$ cat src/rtl/exc_seq_pkg.sv
package exc_seq_pkg;
  localparam int unsigned WORD_W = 16;
  localparam int unsigned LONG_W = 2 * WORD_W;
  localparam int unsigned SR_S_BIT = 13;
  localparam int unsigned SR_T_BIT = 15;

  typedef enum logic [3:0] {
    ST_IDLE,
    ST_RS_SH, ST_RS_SL, ST_RS_PH, ST_RS_PL,
    ST_PU_PL, ST_PU_PH, ST_PU_SR,
    ST_VC_H,  ST_VC_L,
    ST_PO_SR, ST_PO_PH, ST_PO_PL
  } seq_st_e;
endpackage

$ cat src/rtl/exc_seq_ctrl.sv
module exc_seq_ctrl
  import exc_seq_pkg::*;
(
  input  logic    clk_i,
  input  logic    rst_ni,
  input  logic    rst_req_i,
  input  logic    exc_req_i,
  input  logic    ret_req_i,
  input  logic    s_bit_i,
  output seq_st_e st_o,
  output logic    acc_exc_o,
  output logic    rej_ret_o
);
  seq_st_e st_q, st_d;

  always_comb begin
    st_d      = st_q;
    acc_exc_o = 1'b0;
    rej_ret_o = 1'b0;
    unique case (st_q)
      ST_IDLE: begin
        if (exc_req_i) begin
          acc_exc_o = 1'b1;
          st_d      = ST_PU_PL;
        end else if (ret_req_i) begin
          if (s_bit_i) st_d = ST_PO_SR;
          else         rej_ret_o = 1'b1;
        end
      end
      ST_RS_SH: st_d = ST_RS_SL;
      ST_RS_SL: st_d = ST_RS_PH;
      ST_RS_PH: st_d = ST_RS_PL;
      ST_RS_PL: st_d = ST_IDLE;
      ST_PU_PL: st_d = ST_PU_PH;
      ST_PU_PH: st_d = ST_PU_SR;
      ST_PU_SR: st_d = ST_VC_H;
      ST_VC_H:  st_d = ST_VC_L;
      ST_VC_L:  st_d = ST_IDLE;
      ST_PO_SR: st_d = ST_PO_PH;
      ST_PO_PH: st_d = ST_PO_PL;
      ST_PO_PL: st_d = ST_IDLE;
      default:  st_d = ST_RS_SH;
    endcase
    // reset request overrides everything
    if (rst_req_i) begin
      st_d      = ST_RS_SH;
      acc_exc_o = 1'b0;
      rej_ret_o = 1'b0;
    end
  end

  always_ff @(posedge clk_i or negedge rst_ni) begin
    if (!rst_ni) st_q <= ST_RS_SH;
    else         st_q <= st_d;
  end

  assign st_o = st_q;
endmodule

$ cat src/rtl/exc_seq_agu.sv
module exc_seq_agu
  import exc_seq_pkg::*;
#(
  parameter int unsigned VEC_W = 8
) (
  input  seq_st_e             st_i,
  input  logic [LONG_W-1:0]   ssp_i,
  input  logic [LONG_W-1:0]   pc_i,
  input  logic [WORD_W-1:0]   tmp_sr_i,
  input  logic [VEC_W-1:0]    vec_i,
  output logic                req_o,
  output logic                we_o,
  output logic [LONG_W-1:0]   addr_o,
  output logic [WORD_W-1:0]   wdata_o
);
  logic [LONG_W-1:0] vec_base;
  assign vec_base = {{(LONG_W-VEC_W-2){1'b0}}, vec_i, 2'b00};

  always_comb begin
    req_o   = 1'b1;
    we_o    = 1'b0;
    addr_o  = '0;
    wdata_o = '0;
    unique case (st_i)
      ST_RS_SH: addr_o = LONG_W'(0);
      ST_RS_SL: addr_o = LONG_W'(2);
      ST_RS_PH: addr_o = LONG_W'(4);
      ST_RS_PL: addr_o = LONG_W'(6);
      ST_PU_PL: begin we_o = 1'b1; addr_o = ssp_i - LONG_W'(2); wdata_o = pc_i[WORD_W-1:0]; end
      ST_PU_PH: begin we_o = 1'b1; addr_o = ssp_i - LONG_W'(4); wdata_o = pc_i[LONG_W-1:WORD_W]; end
      // ssp already lowered by 4 here
      ST_PU_SR: begin we_o = 1'b1; addr_o = ssp_i - LONG_W'(2); wdata_o = tmp_sr_i; end
      ST_VC_H:  addr_o = vec_base;
      ST_VC_L:  addr_o = vec_base + LONG_W'(2);
      ST_PO_SR: addr_o = ssp_i;
      ST_PO_PH: addr_o = ssp_i;
      ST_PO_PL: addr_o = ssp_i + LONG_W'(2);
      default:  req_o = 1'b0;
    endcase
  end
endmodule

$ cat src/rtl/exc_seq.sv
module exc_seq
  import exc_seq_pkg::*;
#(
  parameter int unsigned           VEC_W  = 8,
  parameter logic [WORD_W-1:0]     SR_RST = 16'h2700
) (
  input  logic                 clk_i,
  input  logic                 rst_ni,
  input  logic                 rst_req_i,
  input  logic                 exc_req_i,
  input  logic [VEC_W-1:0]     exc_vec_i,
  input  logic                 ret_req_i,
  output logic                 mem_req_o,
  output logic                 mem_we_o,
  output logic [LONG_W-1:0]    mem_addr_o,
  output logic [WORD_W-1:0]    mem_wdata_o,
  input  logic [WORD_W-1:0]    mem_rdata_i,
  output logic [WORD_W-1:0]    sr_o,
  output logic [LONG_W-1:0]    pc_o,
  output logic [LONG_W-1:0]    ssp_o,
  output logic                 busy_o,
  output logic                 priv_viol_o
);
  seq_st_e           st;
  logic              acc_exc, rej_ret;
  logic [WORD_W-1:0] sr_q, tmp_sr_q, hold_q;
  logic [LONG_W-1:0] pc_q, ssp_q;
  logic [VEC_W-1:0]  vec_q;
  logic              viol_q;

  exc_seq_ctrl u_ctrl (
    .clk_i     (clk_i),
    .rst_ni    (rst_ni),
    .rst_req_i (rst_req_i),
    .exc_req_i (exc_req_i),
    .ret_req_i (ret_req_i),
    .s_bit_i   (sr_q[SR_S_BIT]),
    .st_o      (st),
    .acc_exc_o (acc_exc),
    .rej_ret_o (rej_ret)
  );

  exc_seq_agu #(.VEC_W(VEC_W)) u_agu (
    .st_i     (st),
    .ssp_i    (ssp_q),
    .pc_i     (pc_q),
    .tmp_sr_i (tmp_sr_q),
    .vec_i    (vec_q),
    .req_o    (mem_req_o),
    .we_o     (mem_we_o),
    .addr_o   (mem_addr_o),
    .wdata_o  (mem_wdata_o)
  );

  always_ff @(posedge clk_i or negedge rst_ni) begin
    if (!rst_ni) begin
      sr_q     <= SR_RST;
      tmp_sr_q <= '0;
      hold_q   <= '0;
      pc_q     <= '0;
      ssp_q    <= '0;
      vec_q    <= '0;
      viol_q   <= 1'b0;
    end else begin
      viol_q <= rej_ret;
      if (rst_req_i) begin
        sr_q <= SR_RST;
      end else begin
        unique case (st)
          ST_IDLE: if (acc_exc) begin
            tmp_sr_q         <= sr_q;
            sr_q[SR_S_BIT]   <= 1'b1;
            sr_q[SR_T_BIT]   <= 1'b0;
            vec_q            <= exc_vec_i;
          end
          ST_RS_SH, ST_RS_PH, ST_VC_H, ST_PO_PH: hold_q <= mem_rdata_i;
          ST_RS_SL: ssp_q <= {hold_q, mem_rdata_i};
          ST_RS_PL, ST_VC_L: pc_q <= {hold_q, mem_rdata_i};
          ST_PU_PH: ssp_q <= ssp_q - LONG_W'(4);
          ST_PU_SR: ssp_q <= ssp_q - LONG_W'(2);
          ST_PO_SR: begin
            sr_q  <= mem_rdata_i;
            ssp_q <= ssp_q + LONG_W'(2);
          end
          ST_PO_PL: begin
            pc_q  <= {hold_q, mem_rdata_i};
            ssp_q <= ssp_q + LONG_W'(4);
          end
          default: ;
        endcase
      end
    end
  end

  assign sr_o        = sr_q;
  assign pc_o        = pc_q;
  assign ssp_o       = ssp_q;
  assign busy_o      = (st != ST_IDLE);
  assign priv_viol_o = viol_q;
endmodule

$ cat config.mk
export PLATFORM = sky130hd
export DESIGN_NAME = exc_seq
export DESIGN_NICKNAME = d
export VERILOG_FILES = /design/src/rtl/exc_seq_pkg.sv /design/src/rtl/exc_seq_ctrl.sv /design/src/rtl/exc_seq_agu.sv /design/src/rtl/exc_seq.sv
export SDC_FILE = /design/constraint.sdc
export NUM_CORES = 1
export LEC_CHECK = 0
export ABC_AREA = 1
export BUFFER_PORTS_ARGS = -buffer_cell sky130_fd_sc_hd__buf_2
export CAP_MARGIN = 30
export CORE_MARGIN = 3
export CORE_UTILIZATION = 30
export DETAILED_ROUTE_END_ITERATION = 8
export PLACE_DENSITY = 0.62
export REMOVE_ABC_BUFFERS = 1
export SETUP_SLACK_MARGIN = 0.02
export SLEW_MARGIN = 20
export SYNTH_ARGS = -nofsm -noshare
export SYNTH_HDL_FRONTEND = slang
export SYNTH_SLANG_ARGS = --single-unit
$ cat constraint.sdc
create_clock -name clk_i -period 1.9 [get_ports clk_i]
set_input_delay 0.38 -clock clk_i [delete_from_list [all_inputs] [get_ports clk_i]]
set_output_delay 0.38 -clock clk_i [all_outputs]
set_load 0.05 [all_outputs]
Yosys cells after proc, flatten, opt, wreduce, memory -nomap -nowiden
Cells that the tools add are included.
{"block": "word_totals", "output_inout_bits": 132, "ff_bits": 125, "input_bits": 29, "wordCells": 72}
{"block": "op_classes", "reduce_logical": 17, "n_mux": 25, "eq_ne": 15, "n_addsub": 5, "n_bitwise": 1}
{"operator": "$pmux W32 S9", "n": 1}
{"operator": "$pmux W32 S5", "n": 1}
{"operator": "$pmux W16 S3", "n": 1}
{"operator": "$pmux W4 S11", "n": 1}
{"operator": "$add A32 B2 Y32 const B", "n": 1}
{"operator": "$add A32 B3 Y32 const B", "n": 1}
{"operator": "$sub A32 B2 Y32 const B", "n": 1}
{"operator": "$sub A32 B3 Y32 const B", "n": 1}
{"operator": "$eq A4 B4 Y1 const B", "n": 5}
{"operator": "$eq A4 B3 Y1 const B", "n": 4}
{"operator": "$mux W16", "n": 1}
{"operator": "$mux W4", "n": 4}
{"operator": "$mux W1", "n": 13}
{"operator": "$mux W13", "n": 1}
{"operator": "$reduce_or A12 Y1", "n": 1}
{"operator": "$add A10 B2 Y11 const B", "n": 1}
{"operator": "$reduce_and A2 Y1", "n": 5}
{"operator": "$eq A4 B2 Y1 const B", "n": 2}
{"operator": "$ne A4 B4 Y1 const B", "n": 2}
{"operator": "$reduce_or A3 Y1", "n": 2}
{"operator": "$reduce_bool A5 Y1", "n": 1}
{"operator": "$eq A4 B1 Y1 const B", "n": 1}
{"operator": "$logic_not A4 Y1", "n": 1}
{"operator": "$pmux W1 S2", "n": 2}
{"operator": "8 further kinds", "n": 9}

Longest topological paths before layout
Gate-level depths: netlist of the first run.
{"block": "depth", "ltp_word": 6, "mapped_depth": 16, "depth_no_buf": 16}

Hierarchy
Synthesis of the first run repeated with hierarchy kept, for this count alone.
{"block": "hier_totals", "hier_cells": 2386, "area_unflattened_um2": 13993.4}
{"mod": "exc_seq", "cells_per_inst": 1462, "seq_area_each_um2": 3032.9, "area_each_um2": 9557.9, "instances": 1}
{"mod": "exc_seq_agu", "cells_per_inst": 874, "seq_area_each_um2": 0.0, "area_each_um2": 4117.7, "instances": 1}
{"mod": "exc_seq_ctrl", "cells_per_inst": 50, "seq_area_each_um2": 101.3, "area_each_um2": 317.8, "instances": 1}

Worst setup path after synthesis of the first run
Ideal clock, no wire load.
{"block": "synth_timing", "path_type": "reg-to-output", "from": "register ssp_q[7], in the netlist ssp_o[7]", "to": "output port mem_addr_o[12]", "stages_incl_launch_ff": 8, "required_time_ns": 1.520, "slack_ns": -1.121, "t_arrival_ns": 2.641, "path_cell_list": "dfrtp_1 -> buf_2 -> nand2_1 -> nor2_1 -> nand2_1 -> nor2_1 -> xor2_1 -> o21ai_0"}
{"block": "synth_via", "elab_chain_cells": 2, "elab_cells_between_ends": 4}
{"element": "start: declaration", "line": "exc_seq.sv:27", "text": "logic [LONG_W-1:0] pc_q, ssp_q;"}
{"element": "start signal: assignment", "line": "exc_seq.sv:77", "text": "ST_RS_SL: ssp_q <= {hold_q, mem_rdata_i};"}
{"element": "start signal: assignment", "line": "exc_seq.sv:79", "text": "ST_PU_PH: ssp_q <= ssp_q - LONG_W'(4);"}
{"element": "start signal: assignment", "line": "exc_seq.sv:80", "text": "ST_PU_SR: ssp_q <= ssp_q - LONG_W'(2);"}
{"element": "$add A32 B2 Y32, or another cell as far along", "line": "exc_seq_agu.sv:37", "text": "ST_PO_PL: addr_o = ssp_i + LONG_W'(2);"}
{"element": "$pmux W32 S9 (*)", "line": "exc_seq_agu.sv:24", "text": "unique case (st_i)"}
{"element": "end: declaration", "line": "exc_seq.sv:15", "text": "output logic [LONG_W-1:0] mem_addr_o,"}
Every way passes the cells marked *; elsewhere a longest branch is shown, timed or not.

Worst setup path in the final report of the first run
{"block": "layout_timing", "from": "register ssp_q[3], in the netlist ssp_o[3]", "to": "output port mem_addr_o[9]"}
The elaborated chain is that of the path after synthesis.

==> results of run 1 <==
area by class of cell:
type                       instances  area, µm²  area share, %
multi-input combinational       1133       7903          42.79
timing repair buffer             581       5650          30.59
sequential                       125       3162          17.12
inverter                         139      603.1          3.265
tap                              396      495.5          2.683
clock buffer                      19      442.9          2.398
clock inverter                    13      186.4          1.009
timing repair inverter             2      23.77         0.1287
antenna                            1      2.502        0.01355
placed cells by master, fill, tap and decap left out, drive strengths merged, types with 6 or more instances in the layout:
cell type / Yosys / final
a21oi: 44 / 44
a22oi: 10 / 10
buf: 48 / 576
clkbuf: 30 / 23
clkinv: 1 / 9
dfrtp: 120 / 120
inv: 138 / 139
mux2: 12 / 12
nand2: 468 / 468
nand3: 191 / 191
nand4: 14 / 14
nor2: 168 / 168
nor3: 6 / 6
o2111ai: 26 / 26
o21ai: 138 / 138
o22ai: 15 / 15
xor2: 20 / 20
registers in the layout, summed over array words and instances, names as in the netlist:
signal and flops:
sr_o 16, pc_o 32, tmp_sr_q 16, u_ctrl.st_o 4, ssp_o 32, priv_viol_o 1
vec_q 8, hold_q 16
stage by stage:
| stage | instance area [µm²] | cells | setup slack, ns | power (W) |
|---|---|---|---|---|
| floorplan | 9025 | 1397 | -1.093 | 0.01149 |
| finish | 18470 | 2409 | -0.8172 | 0.02710 |
| detailed placement | 13110 | 2251 | -0.4855 | 0.01729 |
| global placement | 13110 | 2251 | -0.4535 | 0.01717 |
| global route | 18470 | 2409 | -0.9047 | 0.02806 |
| CTS | 16580 | 2373 | -0.7518 | 0.02420 |
critical path: stages, from the launching register on:
cell,delay (ns)
dfrtp_1,0.46
buf_6,0.16
nor2_4,0.16
nand2_4,0.10
nor2_4,0.15
buf_6,0.15
a21oi_1,0.06
o21ai_1,0.13
o2111ai_2,0.20
buf_4,0.19
buf_12,0.14
layer usage:
layer / global-route usage [%] / vias up / share of wire, %
met3: 4.641 / 310 / 9.4
met1: 36.64 / 6523 / 38
met4: 13.28 / 0 / 7.8
li1: - / 5925 / -
met2: 45.60 / 961 / 45
met5: 1.714 / - / 0
how the worst max path moves through the flow:
stage                        start              to  slack (ns)
after global placement    ssp_o[5]   mem_addr_o[9]       -0.45
after CTS                 ssp_o[3]  mem_addr_o[11]       -0.75
after floorplan           ssp_o[7]  mem_addr_o[12]       -1.09
after detailed placement  ssp_o[2]  mem_addr_o[28]       -0.49
after global routing      ssp_o[3]  mem_addr_o[18]       -0.90
final                     ssp_o[3]   mem_addr_o[9]       -0.82
where the power goes:
part	total, W	switching, W	internal [W]
Sequential	0.00525	0.00155	0.00370
Clock	0.00372	0.00147	0.00225
Combinational	0.0181	0.0111	0.00702
cells by family after synthesis:
logic type / synth area share, %
AND/OR/NAND/NOR: 38.02
AO/OA/AOI/OAI: 15.34
buffers and inverters: 9.399
flip-flops: 33.40
XOR/XNOR: 1.866
multiplexers: 1.440
adder cells (fa/ha/maj): 0.5333
timing repair:
| item | 4_1_cts | 5_1_grt |
|---|---|---|
| resized for setup | 540 | 421 |
| setup endpoints to repair | 138 | 164 |
| hold endpoints to repair | 28 | 0 |
| gates cloned | 17 | 2 |
| hold buffers | 1 | 0 |
| setup buffers | 83 | 54 |
| pin swaps | 97 | 119 |
==> results.md, run 1 <==
* Maxcap violations at 0
* Setup violations, final at around 160
* Minimum clock period at about 2.7 ns
* Height of the chip at 182.9 µm
* Most frequent cell after synthesis: nand2_1
* Failing checks: negative setup slack
* Initial Utilization at 30.52%
* Synth top area cells: dfrtp_1 32%, nand2_1 19%, nand3_1 10%, o21ai_0 6.0%, nor2_1 5.9%
* R2r setup slk at -0.61 ns
* Mapped Cells at around 1500
* Cell Area, Synth at 0.009385 mm²
* Status: finished with violations
* Remaining antenna violation count after routing at 0
* Largest area contributor in the netlist: dfrtp_1
* Via count at 13720
* CP Data Arrival Time at 2.34 ns
* Hold Crit Start: exc_vec_i[4]
* Register clock-pin slew on the reported worst setup and hold paths at 0.07 ns
* Avg Cell Area, Syn at 6.363 µm²
* PnR worst setup slack at -0.8172 ns
* CTS tree: built
* CTS max path bufs at 2
* Clk sinks at roughly 130
* Wire per inst at between 20 and 25 µm
* Core Rows at between 60 and 70
* Synth top area share at between 30% and 40%
* Final GP Congestion at just under 1
* Fin. Hold Viols at 0
* Layout cells sized above 1 at 56.36%
* Pre-antenna DRT Iters at 6
* Crit Path Class: flop to output port
* CTS Buf Count at 17
* Leak pwr at 8.872 nW
* Worst Setup Start Kind: flop
* Fin util at between 60% and 70%
* Worst rel slew slack at 73.80%
* Final WL at 54360 µm
* HP Class: input pin to flop
* Fin crit share at 143.0%
* Boundary pin count at 161
* Commonest cells post-synth: 466 x nand2_1, 190 x nand3_1, 148 x nor2_1, 122 x inv_1, 120 x dfrtp_1
* Hold path depth at 2
* Area Growth Syn to Fin at 96.79%
* Register area share after synthesis at 33.40%
* Slew @ Worst Pin at 0.3831 ns
* Post-DP HPWL at 32420 µm
* CTS HTree Levels at 4
* Pwr Density at 1468 mW/mm²
* Core Footprint at 0.03075 mm²
* Slew Limit Fails at 0
* R2R Path End: ssp_o[2]
* DR DRC count at 0
* Antenna violations before repair at 1
* Ys flop type: dfrtp_1
* Largest net degree at the start of global routing at 40
* Worst Hold Path EP: vec_q[4]
* Required time worst endpoint at 1.52 ns
* Maximum VDD drop at ~1.3 mV
* Clock Skews at between 0.01 and 0.015 ns
* GRT Overall Usage at 28.13%
* Grt ovf at 0
* Filler Cell Count at 2442
* NumNets Final at 2032
* Synth unique cells at 42
* Endpoint type of the worst setup path: output port
* Sum Neg Setup Slack at -59.57 ns
* Max FO, Critical Path at 5
* Clk root buf: clkbuf_16
* Post-synth ARST share at 100.0%
* Iteration-0 DRC Markers at roughly 1700
* Clock latency on the worst-skew pair at 0.43 ns
* R2R cell count at 17
* Number of global-route vias before repair at 12520
* DIE AREA at 0.03344 mm²
* Hold Slack at between 0.15 and 0.2 ns
* Global-route wire length before repair at 72650 µm
* Via density per instance at 5.695
* Ys Warns at 0
* RSZ-0062 raised after global routing: yes
* Seq cells post-synth at 125
* I/O Buffers at 160
* Die width at around 180 µm
* Fmax at 368.0 MHz
* EDFF count, synth at 0
* FF-to-FF Start: u_ctrl.st_o[0]
Power figures use the tool's default switching activity.
==> inputs of run 2 (changes only) <==
- CTS_BUF_LIST: default -> sky130_fd_sc_hd__clkbuf_16
- clock period: 1.9 -> 2.2 ns (I/O delays scaled with it)
==> results.md, run 2 (synthesized netlist as in run 1, its figures left out) <==
* Clock Skews at 0.01386 ns
* CTS Buf Count at 17
* Fmax at 362.6 MHz
* Pwr Density at approximately 1300 mW/mm²
* Crit path to: mem_addr_o[9]
* R2R Path End: pc_o[17]
* Failing checks: negative setup slack
* Most frequent cells in the layout: 343 x nand2_1, 249 x buf_4, 130 x nand3_1
* Grt ovf at 0
* Height of the chip at 182.9 µm
* Worst Setup Start Kind: flop
* Largest net degree at the start of global routing at 60
* Clk root buf: clkbuf_16
* R2r setup slk at -0.12 ns
* CP Data Arrival Time at 2.32 ns
* RSZ-0062 raised after global routing: yes
* Core Footprint at about 0.031 mm²
* I/O Buffers at 160
* Wire per inst at 21.10 µm
* Fin. Hold Viols at 0
* Global-route wire length before repair at ~65000 µm
* Area Growth Syn to Fin at 83.62%
* Clock latency on the worst-skew pair at ~0.43 ns
* Endpoint type of the worst setup path: output port
* Clk sinks at about 130
* Fin crit share at 125.4%
* Slew @ Worst Pin at 0.5826 ns
* Register clock-pin slew on the reported worst setup and hold paths at 0.07 ns
* Boundary pin count at 161
* HP Class: input pin to flop
* DR DRC count at 0
* NumNets Final at 1966
* Leak pwr at 8.416 nW
* Via density per instance at 5.506
* Status: finished with violations
* Core Rows at 64
* Dpl ws at -0.2993 ns
* Minimum clock period at 2.758 ns
* Final GP Congestion at 0.9754
* Crit Path Class: flop to output port
* Maxcap violations at 0
* Commonest non-fill, non-tap cell in the layout: nand2_1
* Setup violations, final at 82
* Worst rel slew slack at between 60% and 70%
* CTS max path bufs at 2
* PnR worst setup slack at -0.5582 ns
* Die width at 182.9 µm
* Iteration-0 DRC Markers at roughly 1300
* Antenna Cells at 0
* Fin util at a little under three fifths
* Slew Limit Fails at 0
* Cell Area, Placed at 0.01266 mm²
* Number of global-route vias before repair at ~11000
* Max FO, Critical Path at 7
* Fin cells at 2342
* Remaining antenna violation count after routing at 0
* FF-to-FF Start: u_ctrl.st_o[0]
* Final WL at 49420 µm
* Crit. Startpoint: ssp_o[4]
* CTS HTree Levels at 4
* R2R cell count at 10
* GRT Overall Usage at 25.10%
* CTS tree: built
* Layout cells sized above 1 at 50.98%
* Total power draw at around 0.022 W
* Final non-filler cell area at approximately 0.017 mm²
* Post-DP HPWL at 31490 µm
* Pre-antenna DRT Iters at 6
* Maximum VDD drop at 0.9734 mV
* Required time worst endpoint at 1.76 ns
* Via count at around 13000
* Initial Utilization at 30.52%
* Placed cells at 2203
* DIE AREA at 0.03344 mm²
* Antenna violations before repair at 0
run 2: what timing repair did:
action                                  in CTS  in global routing
gates resized for setup                    289                491
hold buffers                                 1                  0
endpoints found under the setup margin      57                106
endpoints found under the hold margin        4                  0
setup buffers                               33                 65
gates cloned                                 7                 15
pin swaps                                   42                124
run 2: metal layers:
| layer | wire length, µm | GRT usage (%) | vias up |
|---|---|---|---|
| met4 | 2628 | 10.91 | 0 |
| met5 | 0 | 0 | - |
| li1 | - | - | 5779 |
| met3 | 4189 | 4.264 | 192 |
| met2 | 22910 | 40.75 | 779 |
| met1 | 19690 | 33.07 | 6146 |
run 2: stage by stage:
stage | setup TNS (ns) | hold WS, ns
2_1_floorplan | -46.94 | 0.1444
3_3_place_gp | -4.010 | 0.4369
3_5_place_dp | -5.109 | 0.4435
4_1_cts | -16.23 | 0.2065
5_1_grt | -25.15 | 0.2254
6_report | -21.06 | 0.2118
run 2: where the power goes:
group          switching (W)  internal, W
clock                0.00120      0.00180
combinational        0.00898      0.00534
sequential           0.00117      0.00319
total                 0.0113       0.0103
run 2: how the worst min path moves through the flow:
stage | slack [ns] | cells after the start | to | startpoint
after floorplan | 0.14 | 0 | hold_q[0] | rst_ni
after global placement | 0.44 | 1 | sr_o[11] | rst_ni
after detailed placement | 0.44 | 1 | tmp_sr_q[11] | rst_ni
after CTS | 0.21 | 2 | vec_q[4] | exc_vec_i[4]
after global routing | 0.23 | 2 | vec_q[4] | exc_vec_i[4]
final | 0.21 | 2 | vec_q[4] | exc_vec_i[4]
run 2: layout make-up:
class / instances / area [µm²]
clock inverters: 15 / 185.2
repair buffers: 515 / 4957
fillers: 2719 / 13520
flip-flops and latches: 125 / 3157
inverters: 139 / 579.3
repair inverters: 2 / 22.52
well taps: 396 / 495.5
multi-input cells: 1133 / 7411
clock buffers: 17 / 425.4
run 2: critical path, stage by stage (launching register included):
cell and delay [ns]:
dfrtp_2 0.52, nor2_4 0.22, buf_12 0.13, nand2_8 0.07, nor2_4 0.18, buf_6 0.14, xor2_4 0.16, o2111ai_2 0.12
buf_4 0.18, buf_12 0.14
==> inputs of run 3 (changes only) <==
--- a/config.mk
+++ b/config.mk
@@ -13,4 +13,5 @@
 export CTS_BUF_LIST = sky130_fd_sc_hd__clkbuf_16
 export DETAILED_ROUTE_END_ITERATION = 8
+export HOLD_SLACK_MARGIN = 0.02
 export PLACE_DENSITY = 0.62
 export REMOVE_ABC_BUFFERS = 1
==> constraint.sdc (replaced) <==
create_clock -name clk_i -period 2.3 [get_ports clk_i]
set_input_delay 0.46 -clock clk_i [delete_from_list [all_inputs] [get_ports clk_i]]
set_output_delay 0.46 -clock clk_i [all_outputs]
set_load 0.1 [all_outputs]
==> results.md, run 3 (synthesized netlist as in run 1, its figures left out) <==
* Status: finished with violations
* Failing checks: negative setup slack
* Storage cell area at between 0.003 and 0.004 mm²
* Maximum VDD drop at 1.830 mV
* CTS HTree Levels at 4
* Worst rel slew slack at 63.02%
* Commonest non-fill, non-tap cell in the layout: nand2_1
* Boundary pin count at ~160
* Register clock-pin slew on the reported worst setup and hold paths at 0.06 ns
* CTS tree: built
* HP Class: input pin to flop
* Via count at 12260
* Final non-filler cell area at 0.01616 mm²
* CP delay by family, top: simple AND/OR/NAND/NOR gates
* Slew Limit Fails at 0
* Dpl ws at -0.2524 ns
* Area Growth Syn to Fin at 72.19%
* DR DRC count at 0
* R2R cell count at 11
* Endpoint type of the worst setup path: output port
* Post-DP HPWL at between 30000 and 40000 µm
* Minimum clock period at ~2.8 ns
* Maxcap violations at 0
* Via density per instance at 5.377
* Die width at approximately 180 µm
* Number of global-route vias before repair at approximately 12000
* NumNets Final at 1902
* Peak per-stage delay on the critical path at 0.53 ns
* Pwr Density at 1368 mW/mm²
* CP bufs+invs at 3
* CP cell instances: nor2_4 > nand2_4 > buf_6 > nor2_4 > buf_6 > nand3_2 > nor2_1 > nor2_1 > nand2_1 > o2111ai_2 > clkbuf_16
* DIE AREA at between 0.03 and 0.04 mm²
* Core Rows at 64
* Hold Slack at 0.2495 ns
* Crit. path cell count at 11
* CP Data Arrival Time at 2.36 ns
* Wire per inst at 20.00 µm
* Clk sinks at 125
* Filler Cell Count at 2859
* Setup violations, final at 49
* Sum Neg Setup Slack at -15.75 ns
* CP max-delay cell: dfrtp_2
* Leak pwr at 7.797 nW
* PnR worst setup slack at -0.5158 ns
* Largest net degree at the start of global routing at 52
* Final GP Congestion at approximately 0.97
* Remaining antenna violation count after routing at 0
* CTS Buf Count at 17
* Core Footprint at 0.03075 mm²
* Antenna violations before repair at 2
* Crit Path Class: flop to output port
* Pre-antenna DRT Iters at 6
* Fmax at ~360 MHz
* Cell Area, Placed at 0.01286 mm²
* Layout cells sized above 1 at between 40% and 50%
* Clock latency on the worst-skew pair at 0.43 ns
* Final WL at 45610 µm
* Worst Setup Start Kind: flop
* Most frequent cells in the layout: 371 x nand2_1, 238 x buf_4, 137 x nand3_1
* Grt ovf at 0
* Initial Utilization at 30.52%
* Iteration-0 DRC Markers at 1213
* Slew @ Worst Pin at 0.5586 ns
* I/O Buffers at 160
* Global-route wire length before repair at 66690 µm
* Clk root buf: clkbuf_16
* RSZ-0062 raised after global routing: yes
* Height of the chip at approximately 180 µm
* Max FO, Critical Path at 8
* Area of the multi-input gates at 0.007076 mm²
* Hold path depth at 2
* Fin crit share at 122.4%
* GRT Overall Usage at 25.65%
* Fin. Hold Viols at 0
* CTS max path bufs at 2
* Clock Skews at 0.006838 ns
* Required time worst endpoint at between 1.5 and 2 ns
## run 3: cell count changes in the layout (fill, tap and decap cells not counted), moves of 12 or more
cell / previous run / this run
a21oi_1: 25 / 41
a21oi_2: 15 / 3
buf_6: 68 / 31
buf_8: 24 / 3
nand2_1: 343 / 371
nand2_4: 59 / 42
nand3_2: 52 / 35
o21ai_0: 68 / 94
o21ai_2: 27 / 9
## run 3: timing repair
action / in CTS / in global routing
pin swaps: 48 / 74
setup buffers: 41 / 30
hold buffers: 1 / 0
gates cloned: 6 / 2
setup endpoints to repair: 50 / 74
endpoints found under the hold margin: 40 / 0
resized for setup: 330 / 205
## run 3: per-stage QoR
| step | util (%) | instances | total power [W] |
|---|---|---|---|
| after floorplan | - | 1397 | 0.01219 |
| after global placement | 41.83 | 2170 | 0.01677 |
| after detailed placement | 41.83 | 2170 | 0.01687 |
| after CTS | 49.39 | 2249 | 0.02101 |
| after global routing | 52.56 | 2280 | 0.02305 |
| final | 52.56 | 2280 | 0.02210 |
## run 3: report_power, final
part | switching, W | total, W | internal, W | leakage [nW]
logic | 0.0107 | 0.0153 | 0.00455 | 5.97
registers | 0.00112 | 0.00417 | 0.00305 | 1.56
clock network | 0.00118 | 0.00268 | 0.00150 | 0.268
## run 3: final timing paths
check,from,to,slack (ns)
min in group asynchronous,rst_ni,pc_o[11],0.52
setup / recovery,ssp_o[4],mem_addr_o[22],-0.52
setup reg to reg,u_ctrl.st_o[0],ssp_o[9],0.01
hold reg to reg,hold_q[12],hold_q[12],0.48
hold / removal,exc_vec_i[3],vec_q[3],0.25
max in group asynchronous,rst_ni,ssp_o[14],1.09
## run 3: final cells by class
type | instances | share of cell area (%)
Antenna cell | 2 | 0.03097
Tap cell | 396 | 3.066
Clock inverter | 15 | 0.8439
Inverter | 139 | 3.469
Multi-Input combinational cell | 1133 | 43.78
Clock buffer | 17 | 2.632
Timing Repair Buffer | 453 | 26.61
Sequential cell | 125 | 19.56
## run 3: worst reg2reg max path, delay by kind of cell, from the launching register on
kind	cells	cell delay [ns]
flip-flops	1	0.59
AND/OR/NAND/NOR	2	0.21
AO/OA/AOI/OAI	3	0.51
buffers and inverters	6	0.89
## run 3: layer usage
metal,track usage [%],vias to the layer above,part of all wire (%)
li1,-,5656,-
met1,33.22,5802,40
met2,40.86,616,46
met3,5.236,186,7.7
met4,12.89,0,5.9
met5,0,-,0
